### src/rtl/mbc_pkg.sv
package mbc_pkg;

  typedef enum logic [1:0] {
    ST_IDLE = 2'd0,
    ST_ADDR = 2'd1,
    ST_DATA = 2'd2
  } mbc_state_e;

  localparam logic [1:0] SZ_LONG = 2'b00;
  localparam logic [1:0] SZ_BYTE = 2'b01;
  localparam logic [1:0] SZ_WORD = 2'b10;
  localparam logic [1:0] SZ_LINE = 2'b11;

  localparam logic [1:0] PW_8  = 2'b01;
  localparam logic [1:0] PW_16 = 2'b10;

  // byte count of a request size code
  function automatic logic [2:0] size_bytes(input logic [1:0] sz);
    case (sz)
      SZ_BYTE: size_bytes = 3'd1;
      SZ_WORD: size_bytes = 3'd2;
      default: size_bytes = 3'd4;
    endcase
  endfunction

  // size code announced for a number of bytes still due
  function automatic logic [1:0] size_of_rem(input logic [2:0] rem);
    case (rem)
      3'd1:    size_of_rem = SZ_BYTE;
      3'd2:    size_of_rem = SZ_WORD;
      default: size_of_rem = SZ_LONG;
    endcase
  endfunction

  // port width in bytes from the width code
  function automatic logic [2:0] port_bytes(input logic [1:0] pw);
    case (pw)
      PW_8:    port_bytes = 3'd1;
      PW_16:   port_bytes = 3'd2;
      default: port_bytes = 3'd4;
    endcase
  endfunction

endpackage

### src/rtl/mbc_step.sv
module mbc_step
  import mbc_pkg::*;
#(
  parameter int DATA_W = 32
) (
  input  logic [$clog2(DATA_W/8)-1:0] off,
  input  logic [$clog2(DATA_W/8):0]   rem,
  input  logic [1:0]                  pw,
  output logic [$clog2(DATA_W/8):0]   cnt
);
  localparam int OFF_W = $clog2(DATA_W/8);
  localparam int REM_W = OFF_W + 1;

  logic [REM_W-1:0] pb;
  logic [REM_W-1:0] pb_mask;
  logic [REM_W-1:0] room;

  assign pb      = REM_W'(port_bytes(pw));
  assign pb_mask = pb - REM_W'(1);
  assign room    = pb - ({1'b0, off} & pb_mask);
  assign cnt     = (room < rem) ? room : rem;

endmodule

### src/rtl/mbc_wr_steer.sv
module mbc_wr_steer #(
  parameter int DATA_W = 32
) (
  input  logic [DATA_W-1:0]           hold,
  input  logic [$clog2(DATA_W/8)-1:0] off,
  input  logic [$clog2(DATA_W/8):0]   rem,
  output logic [DATA_W-1:0]           drive
);
  localparam int LANES = DATA_W / 8;
  localparam int OFF_W = $clog2(LANES);
  localparam int REM_W = OFF_W + 1;

  for (genvar k = 0; k < LANES; k++) begin : g_lane
    logic [OFF_W-1:0] src;
    // full word: natural lane; halfword: replicated pair; odd count: one byte everywhere
    assign src = (rem == REM_W'(LANES)) ? OFF_W'(k) :
                 (rem == REM_W'(2))     ? (off | OFF_W'(k % 2)) :
                                          off;
    assign drive[DATA_W-1-8*k -: 8] = hold[DATA_W-1-8*int'(src) -: 8];
  end

endmodule

### src/rtl/mbc_rd_merge.sv
module mbc_rd_merge
  import mbc_pkg::*;
#(
  parameter int DATA_W = 32
) (
  input  logic [DATA_W-1:0]           hold,
  input  logic [DATA_W-1:0]           bus_in,
  input  logic [$clog2(DATA_W/8)-1:0] off,
  input  logic [$clog2(DATA_W/8):0]   cnt,
  input  logic [1:0]                  pw,
  output logic [DATA_W-1:0]           merged
);
  localparam int LANES = DATA_W / 8;
  localparam int OFF_W = $clog2(LANES);
  localparam int REM_W = OFF_W + 1;

  logic [REM_W-1:0] lo;
  logic [REM_W-1:0] hi;
  assign lo = {1'b0, off};
  assign hi = lo + cnt;

  for (genvar i = 0; i < LANES; i++) begin : g_byte
    logic             take;
    logic [OFF_W-1:0] src;
    assign take = (REM_W'(i) >= lo) && (REM_W'(i) < hi);
    assign src  = (pw == PW_8)  ? OFF_W'(0) :
                  (pw == PW_16) ? OFF_W'(i % 2) :
                                  OFF_W'(i);
    assign merged[DATA_W-1-8*i -: 8] = take ? bus_in[DATA_W-1-8*int'(src) -: 8]
                                            : hold[DATA_W-1-8*i -: 8];
  end

endmodule

### src/rtl/mbus_ctrl.sv
module mbus_ctrl
  import mbc_pkg::*;
#(
  parameter int ADDR_W     = 32,
  parameter int DATA_W     = 32,
  parameter int LINE_BEATS = 4
) (
  input  logic                          clk,
  input  logic                          rst_n,
  input  logic                          req_valid,
  output logic                          req_ready,
  input  logic                          req_write,
  input  logic [1:0]                    req_size,
  input  logic [ADDR_W-1:0]             req_addr,
  input  logic [DATA_W-1:0]             req_wdata,
  output logic [$clog2(LINE_BEATS)-1:0] beat_idx,
  output logic                          rsp_valid,
  output logic                          rsp_err,
  output logic                          rsp_last,
  output logic [$clog2(LINE_BEATS)-1:0] rsp_word,
  output logic [DATA_W-1:0]             rsp_data,
  output logic                          bus_ts,
  output logic                          bus_rnw,
  output logic [1:0]                    bus_siz,
  output logic [DATA_W-1:0]             bus_ad,
  input  logic [DATA_W-1:0]             bus_ad_in,
  input  logic [1:0]                    bus_pw,
  input  logic                          bus_ack,
  input  logic                          bus_tea
);
  localparam int LANES  = DATA_W / 8;
  localparam int OFF_W  = $clog2(LANES);
  localparam int REM_W  = OFF_W + 1;
  localparam int BEAT_W = $clog2(LINE_BEATS);

  // state registers
  mbc_state_e        state_q, state_d;
  logic [ADDR_W-1:0] addr_q, addr_d;
  logic [REM_W-1:0]  rem_q, rem_d;
  logic [DATA_W-1:0] hold_q, hold_d;
  logic              wr_q, line_q;
  logic [BEAT_W-1:0] beat_q, beat_d;
  logic              ctx_en, beat_en;

  logic              rsp_valid_q, rsp_err_q, rsp_last_q;
  logic [BEAT_W-1:0] rsp_word_q;
  logic [DATA_W-1:0] rsp_data_q;
  logic              rsp_err_d, rsp_last_d;
  logic [DATA_W-1:0] rsp_data_d;

  // event decode
  logic              accept, in_data, fin_err, beat_ok, step_ok, line_ok;
  logic              last_step, last_beat, rsp_fire;
  logic [REM_W-1:0]  cnt, rem_after;
  logic [OFF_W-1:0]  off;
  logic [BEAT_W-1:0] word_idx;
  logic [DATA_W-1:0] merged, steer;

  assign off      = addr_q[OFF_W-1:0];
  assign word_idx = addr_q[OFF_W +: BEAT_W] + beat_q;

  assign accept    = (state_q == ST_IDLE) && req_valid;
  assign in_data   = (state_q == ST_DATA);
  assign fin_err   = in_data && bus_tea;
  assign beat_ok   = in_data && !bus_tea && bus_ack;
  assign step_ok   = beat_ok && !line_q;
  assign line_ok   = beat_ok && line_q;
  assign rem_after = rem_q - cnt;
  assign last_step = step_ok && (rem_after == '0);
  assign last_beat = line_ok && (beat_q == BEAT_W'(LINE_BEATS - 1));
  assign rsp_fire  = fin_err || line_ok || last_step;

  mbc_step #(.DATA_W(DATA_W)) u_step (
    .off (off),
    .rem (rem_q),
    .pw  (bus_pw),
    .cnt (cnt)
  );

  mbc_rd_merge #(.DATA_W(DATA_W)) u_merge (
    .hold   (hold_q),
    .bus_in (bus_ad_in),
    .off    (off),
    .cnt    (cnt),
    .pw     (bus_pw),
    .merged (merged)
  );

  mbc_wr_steer #(.DATA_W(DATA_W)) u_steer (
    .hold  (hold_q),
    .off   (off),
    .rem   (rem_q),
    .drive (steer)
  );

  // next state
  always_comb begin
    state_d = state_q;
    unique case (state_q)
      ST_IDLE: if (accept) state_d = ST_ADDR;
      ST_ADDR: state_d = ST_DATA;
      ST_DATA: begin
        if (fin_err || last_step || last_beat) state_d = ST_IDLE;
        else if (step_ok)                      state_d = ST_ADDR;
      end
      default: state_d = ST_IDLE;
    endcase
  end

  // access context: loaded on accept, advanced on each narrow cycle
  always_comb begin
    ctx_en = accept || step_ok;
    if (accept) begin
      addr_d = req_addr;
      rem_d  = REM_W'(size_bytes(req_size));
      hold_d = req_write ? req_wdata : '0;
    end else begin
      addr_d = addr_q + ADDR_W'(cnt);
      rem_d  = rem_after;
      hold_d = wr_q ? hold_q : merged;
    end
    beat_en = accept || line_ok;
    beat_d  = accept ? '0 : beat_q + BEAT_W'(1);
  end

  // response contents
  always_comb begin
    rsp_err_d  = fin_err;
    rsp_last_d = fin_err || last_step || last_beat;
    if (fin_err || wr_q) rsp_data_d = '0;
    else if (line_q)     rsp_data_d = bus_ad_in;
    else                 rsp_data_d = merged;
  end

  always_ff @(posedge clk or negedge rst_n) begin
    if (!rst_n) begin
      state_q <= ST_IDLE;
      addr_q  <= '0;
      rem_q   <= '0;
      hold_q  <= '0;
      wr_q    <= 1'b0;
      line_q  <= 1'b0;
      beat_q  <= '0;
    end else begin
      state_q <= state_d;
      if (ctx_en) begin
        addr_q <= addr_d;
        rem_q  <= rem_d;
        hold_q <= hold_d;
      end
      if (accept) begin
        wr_q   <= req_write;
        line_q <= (req_size == SZ_LINE);
      end
      if (beat_en) beat_q <= beat_d;
    end
  end

  always_ff @(posedge clk or negedge rst_n) begin
    if (!rst_n) begin
      rsp_valid_q <= 1'b0;
      rsp_err_q   <= 1'b0;
      rsp_last_q  <= 1'b0;
      rsp_word_q  <= '0;
      rsp_data_q  <= '0;
    end else begin
      rsp_valid_q <= rsp_fire;
      if (rsp_fire) begin
        rsp_err_q  <= rsp_err_d;
        rsp_last_q <= rsp_last_d;
        rsp_word_q <= word_idx;
        rsp_data_q <= rsp_data_d;
      end
    end
  end

  // outputs
  assign req_ready = (state_q == ST_IDLE);
  assign beat_idx  = word_idx;
  assign bus_ts    = (state_q == ST_ADDR);
  assign bus_rnw   = !wr_q;
  assign bus_siz   = line_q ? SZ_LINE : size_of_rem(rem_q);
  assign bus_ad    = (state_q == ST_ADDR)  ? DATA_W'(addr_q) :
                     (in_data && wr_q)     ? (line_q ? req_wdata : steer) :
                                             '0;
  assign rsp_valid = rsp_valid_q;
  assign rsp_err   = rsp_err_q;
  assign rsp_last  = rsp_last_q;
  assign rsp_word  = rsp_word_q;
  assign rsp_data  = rsp_data_q;

endmodule

### config.mk
export PLATFORM = sky130hd
export DESIGN_NAME = mbus_ctrl
export DESIGN_NICKNAME = d
export VERILOG_FILES = /design/src/rtl/mbc_pkg.sv /design/src/rtl/mbc_step.sv /design/src/rtl/mbc_wr_steer.sv /design/src/rtl/mbc_rd_merge.sv /design/src/rtl/mbus_ctrl.sv
export SDC_FILE = /design/constraint.sdc
export NUM_CORES = 1
export LEC_CHECK = 0
export CAP_MARGIN = 20
export CORE_MARGIN = 2
export CORE_UTILIZATION = 52
export CTS_CLUSTER_SIZE = 12
export DETAILED_ROUTE_END_ITERATION = 10
export HOLD_SLACK_MARGIN = 0.15
export PLACE_DENSITY = 0.93
export SKIP_CTS_REPAIR_TIMING = 1
export SLEW_MARGIN = 0
export SYNTH_ARGS = -nofsm -noshare
export SYNTH_HDL_FRONTEND = slang
export SYNTH_HIERARCHICAL = 1
export SYNTH_SLANG_ARGS = --single-unit
### constraint.sdc
create_clock -name clk -period 5.5 [get_ports clk]
set_input_delay 0.55 -clock clk [delete_from_list [all_inputs] [get_ports clk]]
set_output_delay 0.55 -clock clk [all_outputs]
set_load 0.005 [all_outputs]
==> flow_summary.ini, run 1 <==
[outcome]
outcome = completed

[drt]
remaining_drc_errors = 0
post_drt_via_cell_ratio = 6.433
routed_wire_length_per_instance_um = 21.94
antenna_left = 0
drt-pass1-iter-count = 7
routed_wl_um = 28510
drt_iter0_markers = 1052
vias_post_dr = 8357

[clock_network]
root_buffer = sky130_fd_sc_hd__clkbuf_16
clock_tree.buffer_depth = 2
ctsHtreeMaxLevel = 3
numClockSinks = 110
cts.reportedPaths.clkPinSlew_ns = 0.08
worst_skew_pair.late_latency_ns = 0.37
clock_tree_from_tritoncts = yes
cts_buffers = 9

[setup_path]
crit_fanout = 8
timing.setup.critical_path_class = in2reg
r2r_setup_slack_ns = 1.09
startpoint_type = input pin
critPathArrivalTime_ns = 5.32
r2r_start = addr_q[1]$_DFFE_PN0P_
timing.critical_path.required_ns = 5.74
count_of_cells_along_the_worst_register_to_register_path = 14
worst_setup_path_end_kind = flip-flop
timing.rr.end = rsp_data[27]$_DFFE_PN0P_

[power]
peakVddDrop_mv = 0.3215
power_per_cell_area_nw_per_um2 = 675.7
p_leak_uw = 0.004183

[sta]
fin_setup_tns_ns = 0
max_slew.worst_pin.slew_ns = 0.9565
final_min_period_over_clock_period_pct = 92.40
rsz0062_at_grt = no
period_minus_slack_ns = 5.082
finClkSkew_ns = 0.01009
timing.fmax_ghz = 0.1968
timing.max_slew.rel_slack_pct = 36.23
setup_viol_count_final = 0
timing.final.max_slew_violations = 0
hold_viol_final = 0

[floorplan]
core.rowCount = 46
dieHeight_um = 131.0
initial_utilization_pct = 53.00
die-area_um2 = 17160
ioPinCount = 182
die_width_um = 131.0
fp.coreArea_um2 = 15830

[yosys]
ys_seq_elements = 110
synth_compound_area_share_pct = 17.27
ys_async_sr_fraction_pct = 100.0
syn_inst = 942
synth_xor_xnor_area_share_pct = 3.804
ys_warn_count = 6
postSynthNetCount = 1067
synth-edff-count = 0
dominantRegCellSynth = sky130_fd_sc_hd__dfrtp_1
synth_area_um2 = 8388
main_combinational_cell_family_by_area_after_synthesis = multiplexers
post_synthesis_sequential_area_ratio_pct = 32.82
synth_mux_area_share_pct = 22.02
post_synth_and_or_nand_nor_area_fraction_pct = 15.92
synth_cell_type_count = 62
synth_area_per_cell_um2 = 8.905
post_synth_fa_ha_maj_area_fraction_pct = 3.103

[placement]
hpwl_um = 20720
post-place-cells = 1283
gpl.final_weighted_congestion = 1.011
port_buffers = 181

[final_layout]
antenna_cells = 0
fillerInstances = 1233
post_route_cells_drive_above_1_share_pct = 10.71
area_growth_syn_to_layout_pct = 25.72
nets = 1203
final_cells = 1299

[worst_hold_path]
hp-class = in2async

[grt]
wire_length_of_the_first_global_routing_pass_um = 43380
gr-total-overflow = 0
initial_antenna_violation_count = 0
number_of_global_route_vias_before_repair = 7922
grt_start_max_net_pins = 68
grtUsageTotal_pct = 33.11

[job]
max-cap-violations = 0
-- layout make-up --
class	count	area, um^2	share of cell area, %
inverter	24	90.09	0.8543
clock inverter	5	38.79	0.3678
timing repair buffer	196	1922	18.22
sequential	110	2756	26.14
clock buffer	11	242.7	2.302
multi-input combinational	737	5225	49.55
tap	216	270.3	2.563
-- through the flow --
step	setup WS [ns]	cell area (um^2)	power, uW	utilization [%]	hold slack, ns
after CTS	0.5418	10550	6968	66.62	0.3220
after global routing	0.2678	10550	7502	66.62	0.3767
after floorplan	1.285	8388	4755	-	0.2544
final	0.4180	10550	7126	66.62	0.2923
after global placement	0.5176	10260	6132	64.85	0.4744
after detailed placement	0.2095	10260	6276	64.85	0.4743
-- placed cells by master, fill, tap and decap left out, types with 14 or more instances in the layout --
cell	synthesis	layout
sky130_fd_sc_hd__a31oi_1	43	43
sky130_fd_sc_hd__nand2_1	122	122
sky130_fd_sc_hd__o21ai_0	80	80
sky130_fd_sc_hd__nor2_1	53	53
sky130_fd_sc_hd__o22ai_1	16	16
sky130_fd_sc_hd__mux2_2	59	59
sky130_fd_sc_hd__inv_1	24	24
sky130_fd_sc_hd__nand4_1	14	14
sky130_fd_sc_hd__ha_1	16	16
sky130_fd_sc_hd__nand3_1	46	46
sky130_fd_sc_hd__a21oi_1	21	21
sky130_fd_sc_hd__buf_4	1	16
sky130_fd_sc_hd__clkdlybuf4s50_1	0	180
sky130_fd_sc_hd__o2bb2ai_1	32	32
sky130_fd_sc_hd__mux2i_1	105	105
sky130_fd_sc_hd__dfrtp_1	110	109
sky130_fd_sc_hd__xor2_1	24	24
-- critical path, stage by stage --
cell                              delay [ns]
sky130_fd_sc_hd__clkdlybuf4s50_1        0.52
sky130_fd_sc_hd__inv_1                  0.08
sky130_fd_sc_hd__ha_1                   0.24
sky130_fd_sc_hd__inv_1                  0.11
sky130_fd_sc_hd__mux2i_1                0.09
sky130_fd_sc_hd__ha_1                   0.20
sky130_fd_sc_hd__nor2_1                 0.15
sky130_fd_sc_hd__xor2_1                 0.22
sky130_fd_sc_hd__ha_1                   0.31
sky130_fd_sc_hd__a21oi_4                0.21
sky130_fd_sc_hd__o21ai_1                0.10
sky130_fd_sc_hd__mux2_1                 0.42
sky130_fd_sc_hd__fa_1                   0.49
sky130_fd_sc_hd__xnor2_2                0.29
sky130_fd_sc_hd__a311o_1                0.70
sky130_fd_sc_hd__mux2_4                 0.36
sky130_fd_sc_hd__mux2i_1                0.17
sky130_fd_sc_hd__o2bb2ai_1              0.09
-- report_power, final --
group / switching (uW) / leakage (uW) / internal (uW)
logic: 2550 / 0.00269 / 2180
clock network: 334 / 0.000142 / 326
registers: 568 / 0.00135 / 1170
-- worst max-delay path by stage --
stage | cells past startpoint | slack, ns | end | from
2_1_floorplan | 19 | 1.28 | addr_q[30]$_DFFE_PN0P_ | bus_pw[1]
3_3_place_gp | 18 | 0.52 | rsp_data[26]$_DFFE_PN0P_ | bus_pw[1]
3_5_place_dp | 18 | 0.21 | rsp_data[27]$_DFFE_PN0P_ | bus_pw[1]
4_1_cts | 18 | 0.54 | rsp_data[27]$_DFFE_PN0P_ | bus_pw[1]
5_1_grt | 20 | 0.27 | addr_q[22]$_DFFE_PN0P_ | bus_pw[1]
6_report | 18 | 0.42 | rsp_data[27]$_DFFE_PN0P_ | bus_pw[1]
-- state kept, by name, indices dropped and copies added (netlist names) --
| name | count |
|---|---|
| addr_q | 32 |
| hold_q | 32 |
| rsp_data | 32 |
| rem_q | 3 |
| beat_q | 2 |
| rsp_word | 2 |
| state_q | 2 |
| line_q | 1 |
| rsp_err | 1 |
| rsp_last | 1 |
| rsp_valid | 1 |
| wr_q | 1 |
-- Yosys cell counts (all sizes together) (2+ instances only) --
cell	instances	area [um^2]
nand3	46	230.2
clkbuf	39	146.4
nand2	122	457.9
nor3b	2	26.28
nand2b	9	56.30
fa	3	60.06
or3	2	12.51
mux2	68	795.8
o31ai	3	22.52
xnor2	9	86.34
buf	32	188.9
or4	2	15.01
a22oi	9	72.57
a31oi	43	269.0
nor2b	13	81.33
o22ai	16	100.1
mux2i	105	1051
and3	7	43.79
nor3	7	40.04
xor2	24	210.2
nand4	14	87.58
o211ai	2	15.01
o2bb2ai	32	280.3
dfrtp	110	2753
a2111oi	2	36.29
inv	24	90.09
ha	16	200.2
nor2	53	198.9
a21oi	26	163.9
nor4	3	25.02
o21ai	83	419.2
or2	2	12.51
a221o	2	20.02
-- logic make-up (layout without fill, tap and decap cells) --
| group | Yosys count | after routing |
|---|---|---|
| multiplexers | 173 | 173 |
| AND/OR/NAND/NOR | 287 | 287 |
| buffers and inverters | 95 | 236 |
| flip-flops | 110 | 110 |
| XOR/XNOR | 34 | 34 |
| AO/OA/AOI/OAI | 224 | 224 |
| adder cells (fa/ha/maj) | 19 | 19 |
-- layer usage --
metal	track usage [%]	vias up	wire [um]
met5	0	-	0
met4	16.46	0	1376
met3	6.189	112	3111
met2	52.09	613	12900
met1	43.88	3941	11110
li1	-	3691	-
Power figures use the tool's default switching activity.
==> run 2, diff against run 1 <==
- PLACE_DENSITY: 0.93 -> 0.92
==> flow_summary.ini, run 2 (synthesized netlist as in run 1, its figures left out) <==
[floorplan]
die_width_um = 131.0
initial_utilization_pct = 53.00
ioPinCount = 182
die-area_um2 = 17160
core.rowCount = 46
fp.coreArea_um2 = 15830
dieHeight_um = 131.0

[sta]
hold_viol_final = 0
finClkSkew_ns = 0.01202
final_critical_path_setup_slack_ns = 0.6022
timing.fmax_ghz = 0.2042
fin_setup_tns_ns = 0
final_min_period_over_clock_period_pct = 89.05
timing.final.max_slew_violations = 0
period_minus_slack_ns = 4.898
rsz0062_at_grt = no
max_slew.worst_pin.slew_ns = 1.043
setup_viol_count_final = 0
timing.max_slew.rel_slack_pct = 30.47

[setup_path]
crit_path_frequent_cell = sky130_fd_sc_hd__ha_1
worst_setup_path_end_kind = flip-flop
timing.critical_path.required_ns = 5.74
r2r_start = addr_q[1]$_DFFE_PN0P_
timing.rr.end = rsp_data[20]$_DFFE_PN0P_
startpoint_type = input pin
crit_fanout = 18
slowest_stage = sky130_fd_sc_hd__clkdlybuf4s50_1
critPathArrivalTime_ns = 5.14
timing.setup.critical_path_class = in2reg
crit_path_cell_trace = clkdlybuf4s50_1 -> inv_1 -> ha_1 -> inv_1 -> mux2i_1 -> ha_1 -> nor2_1 -> xor2_1 -> ha_1 -> a21oi_4 -> o21ai_1 -> mux2_1 -> fa_1 -> xnor2_2 -> buf_4 -> a21oi_2 -> mux2_2 -> mux2i_1 -> o2bb2ai_1
count_of_cells_along_the_worst_register_to_register_path = 15
r2r_setup_slack_ns = 1.22
slowest_delay_ns = 0.51

[power]
peakVddDrop_mv = 0.3647
power_per_cell_area_nw_per_um2 = 676.9
p_leak_uw = 0.004185

[placement]
port_buffers = 181
post-place-cells = 1283
pre_cts_slack_ns = 0.3826
gpl.final_weighted_congestion = 0.9830
hpwl_um = 21230

[grt]
grtUsageTotal_pct = 33.46
number_of_global_route_vias_before_repair = 7978
initial_antenna_violation_count = 0
wire_length_of_the_first_global_routing_pass_um = 43690
gr-total-overflow = 0
grt_start_max_net_pins = 62

[clock_network]
clock_tree_from_tritoncts = yes
numClockSinks = 110
cts_buffers = 9
clock_tree.buffer_depth = 2
worst_skew_pair.late_latency_ns = 0.37
cts.reportedPaths.clkPinSlew_ns = 0.08
root_buffer = sky130_fd_sc_hd__clkbuf_16
ctsHtreeMaxLevel = 3

[worst_hold_path]
hp-class = in2async

[final_layout]
post_route_cells_drive_above_1_share_pct = 10.80
final_cell_mix = 180 x sky130_fd_sc_hd__clkdlybuf4s50_1, 122 x sky130_fd_sc_hd__nand2_1, 109 x sky130_fd_sc_hd__dfrtp_1
antenna_cells = 0
final_common_cell = sky130_fd_sc_hd__clkdlybuf4s50_1
final_cells = 1299
nets = 1203
area_growth_syn_to_layout_pct = 25.86
layout.core_utilization_pct = 66.70

[outcome]
outcome = completed

[drt]
remaining_drc_errors = 0
routed_wire_length_per_instance_um = 22.34
drt-pass1-iter-count = 7
drt_iter0_markers = 1059
routed_wl_um = 29020
post_drt_via_cell_ratio = 6.436
vias_post_dr = 8361
antenna_left = 0

[job]
max-cap-violations = 0
[run 2: changes by cell type in the layout (fill, tap and decap cells not counted), sizes merged]
cell      before  now
clkinvlp       0    1
inv           27   26
[run 2: how the worst max path moves through the flow]
stage	endpoint	from	cells after the start	slack (ns)
final	rsp_data[20]$_DFFE_PN0P_	bus_pw[1]	19	0.60
after global routing	addr_q[22]$_DFFE_PN0P_	bus_pw[1]	20	0.30
after CTS	addr_q[30]$_DFFE_PN0P_	bus_pw[1]	20	0.72
after detailed placement	addr_q[30]$_DFFE_PN0P_	bus_pw[1]	20	0.38
after global placement	rsp_data[17]$_DFFE_PN0P_	bus_pw[1]	19	0.56
after floorplan	addr_q[30]$_DFFE_PN0P_	bus_pw[1]	19	1.28
[run 2: stage by stage]
stage          instance area (um^2)  hold WS (ns)  total power [uW]
3_3_place_gp                  10260        0.4714              6130
4_1_cts                       10560        0.2446              6992
6_report                      10560        0.2247              7147
3_5_place_dp                  10260        0.4725              6288
2_1_floorplan                  8388        0.2544              4755
5_1_grt                       10560        0.2705              7511
[run 2: power by group]
part	total [uW]	internal [uW]	switching, uW	leakage (uW)
logic	4770	2190	2580	0.00269
registers	1720	1170	551	0.00135
clock network	660	338	323	0.000144
[run 2: area by class of cell]
| class | instances | area, um^2 |
|---|---|---|
| Fill cell | 1231 | 5270 |
| Multi-Input combinational cell | 737 | 5225 |
| Sequential cell | 110 | 2756 |
| Timing Repair Buffer | 196 | 1922 |
| Tap cell | 216 | 270.3 |
| Clock buffer | 11 | 252.7 |
| Inverter | 24 | 90.09 |
| Clock inverter | 5 | 41.29 |
[run 2: critical path, delay by kind of cell]
kind,cells,cell delay [ns]
buffers and inverters,4,0.87
and+or+nand+nor,1,0.13
xor gates and xnor gates,2,0.38
muxes,4,1.13
AOI/OAI and AO/OA,4,0.89
adders and majority gates,4,1.19
[run 2: metal layers]
layer	GRT usage (%)	vias to the layer above	part of all wire [%]
li1	-	3695	-
met1	42.60	3982	39
met2	53.89	575	46
met3	7.207	109	10
met4	16.90	0	5.3
met5	0	-	0
==> run 3, diff against run 2 <==
- CORE_UTILIZATION: 52 -> 47
- PLACE_DENSITY: 0.92 -> 0.88
- RECOVER_POWER: default -> 100
- clock period: 5.5 -> 4.1 ns (I/O delays scaled with it)
==> flow_summary.ini, run 3 (synthesized netlist as in run 1, its figures left out) <==
[outcome]
violations_in_the_final_reports = capacitance limit, slew limit
outcome = complete, but fails checks

[placement]
gpl.final_weighted_congestion = 0.9530
hpwl_um = 21110
post-place-cells = 1328
port_buffers = 181
placed_area_um2 = 10610

[sta]
timing.max_slew.rel_slack_pct = -76.34
finClkSkew_ns = 0.01249
hold_viol_final = 0
timing.fmax_ghz = 0.2544
max_slew.worst_pin.slew_ns = 2.644
rsz0062_at_grt = no
timing.final.max_slew_violations = 121
final_min_period_over_clock_period_pct = 95.87
fin_setup_tns_ns = 0
setup_viol_count_final = 0
period_minus_slack_ns = 3.931

[drt]
post_drt_via_cell_ratio = 6.229
antenna_left = 0
remaining_drc_errors = 0
drt-pass1-iter-count = 5
vias_post_dr = 8390
routed_wl_um = 29060
routed_wire_length_per_instance_um = 21.57
drt_iter0_markers = 698

[clock_network]
clock_tree_from_tritoncts = yes
worst_skew_pair.late_latency_ns = 0.37
cts_buffers = 9
ctsHtreeMaxLevel = 3
cts.reportedPaths.clkPinSlew_ns = 0.08
numClockSinks = 110
root_buffer = sky130_fd_sc_hd__clkbuf_16
clock_tree.buffer_depth = 2

[grt]
number_of_global_route_vias_before_repair = 8274
initial_antenna_violation_count = 3
grt_start_max_net_pins = 72
wire_length_of_the_first_global_routing_pass_um = 44090
grtUsageTotal_pct = 30.70
gr-total-overflow = 0

[floorplan]
initial_utilization_pct = 48.33
ioPinCount = 182
fp.coreArea_um2 = 17360
die-area_um2 = 18930
core.rowCount = 48
dieHeight_um = 137.6
die_width_um = 137.6

[final_layout]
area_growth_syn_to_layout_pct = 30.21
final_cell_mix = 121 x sky130_fd_sc_hd__nand2_1, 109 x sky130_fd_sc_hd__dfrtp_1, 108 x sky130_fd_sc_hd__clkdlybuf4s50_1
fillerInstances = 1422
final_common_cell = sky130_fd_sc_hd__nand2_1
post-route-cell-area_um2 = 10920
post_route_cells_drive_above_1_share_pct = 12.85
nets = 1242
final_cells = 1347

[worst_hold_path]
hold-path-cell-count = 1
hp-class = reg2reg

[job]
max-cap-violations = 2

[power]
seqPwrFrac_pct = 22.2
switchingPower_uw = 4848
internal_power_of_the_cells_uw = 5279
power.clock.fraction_pct = 9.3
power.share.switching_pct = 47.88
p_leak_uw = 0.004540
peakVddDrop_mv = 0.8457
power_per_cell_area_nw_per_um2 = 927.2
comb_power_share_pct = 68.5

[setup_path]
count_of_cells_along_the_worst_register_to_register_path = 18
timing.critical_path.required_ns = 3.69
timing.setup.critical_path_class = reg2out
critPathArrivalTime_ns = 3.52
crit_fanout = 11
startpoint_type = flip-flop
worst_setup_path_end_kind = output pin
==> run 3: power by group through the flow <==
stage,combinational (uW),sequential [uW],clock (uW)
after floorplan,4380,1990,0
after global placement,6700,2230,0
after global routing,7440,2320,983
after detailed placement,6890,2240,0
after CTS,6950,2230,946
final,6940,2250,940
==> run 3: metrics by stage <==
step / utilization (%) / hold slack (ns) / total power [uW] / worst slack [ns]
floorplan: - / 0.1144 / 6378 / 0.02482
CTS: 62.85 / 0.2220 / 10130 / -0.2531
global placement: 61.12 / 0.4722 / 8931 / -0.5862
finish: 62.93 / 0.4856 / 10130 / 0.1693
detailed placement: 61.12 / 0.4746 / 9124 / -0.6163
global route: 62.93 / 0.5054 / 10740 / 0.05686
==> run 3: cell type report <==
| class | instances | area (um^2) | area share [%] |
|---|---|---|---|
| diodes | 1 | 2.502 | 0.02291 |
| clock buffers | 9 | 225.2 | 2.062 |
| clock inverters | 6 | 76.32 | 0.6988 |
| inverters | 24 | 90.09 | 0.8248 |
| multi-input cells | 737 | 5246 | 48.04 |
| flip-flops and latches | 110 | 2756 | 25.24 |
| well taps | 225 | 281.5 | 2.578 |
| repair buffers | 235 | 2243 | 20.54 |
==> run 3: metal layers <==
layer  part of all wire, %  vias to the layer above  wire [um]  global-route usage [%]
met1                    39                     4045      11220                   38.61
met2                    47                      482      13650                   49.59
li1                      -                     3770          -                       -
met4                   4.7                        0       1363                   14.89
met5                     0                        -          0                       0
met3                   9.7                       93       2817                   7.248
==> run 3: path summary, 6_finish.rpt <==
kind | from | endpoint | slack [ns]
worst max-delay path | rem_q[1]$_DFFE_PN0P_ | bus_ad[3] | 0.17
worst max register to register | addr_q[1]$_DFFE_PN0P_ | hold_q[11]$_DFFE_PN0P_ | 0.23
min in group asynchronous | rst_n | rsp_data[16]$_DFFE_PN0P_ | 0.55
worst min register to register | rsp_data[26]$_DFFE_PN0P_ | rsp_data[26]$_DFFE_PN0P_ | 0.49
max in group asynchronous | rst_n | addr_q[6]$_DFFE_PN0P_ | 1.51
worst min-delay path | rsp_data[26]$_DFFE_PN0P_ | rsp_data[26]$_DFFE_PN0P_ | 0.49
==> run 3: critical path, cell delays in order, from the launching register on <==
cell and delay (ns):
sky130_fd_sc_hd__dfrtp_1 0.40, sky130_fd_sc_hd__buf_4 0.18, sky130_fd_sc_hd__xor2_1 0.16, sky130_fd_sc_hd__a21oi_2 0.66, sky130_fd_sc_hd__mux2i_1 0.37, sky130_fd_sc_hd__mux2i_1 0.14
sky130_fd_sc_hd__mux2i_1 0.38, sky130_fd_sc_hd__o21ai_0 0.22, sky130_fd_sc_hd__dlygate4sd3_1 0.64
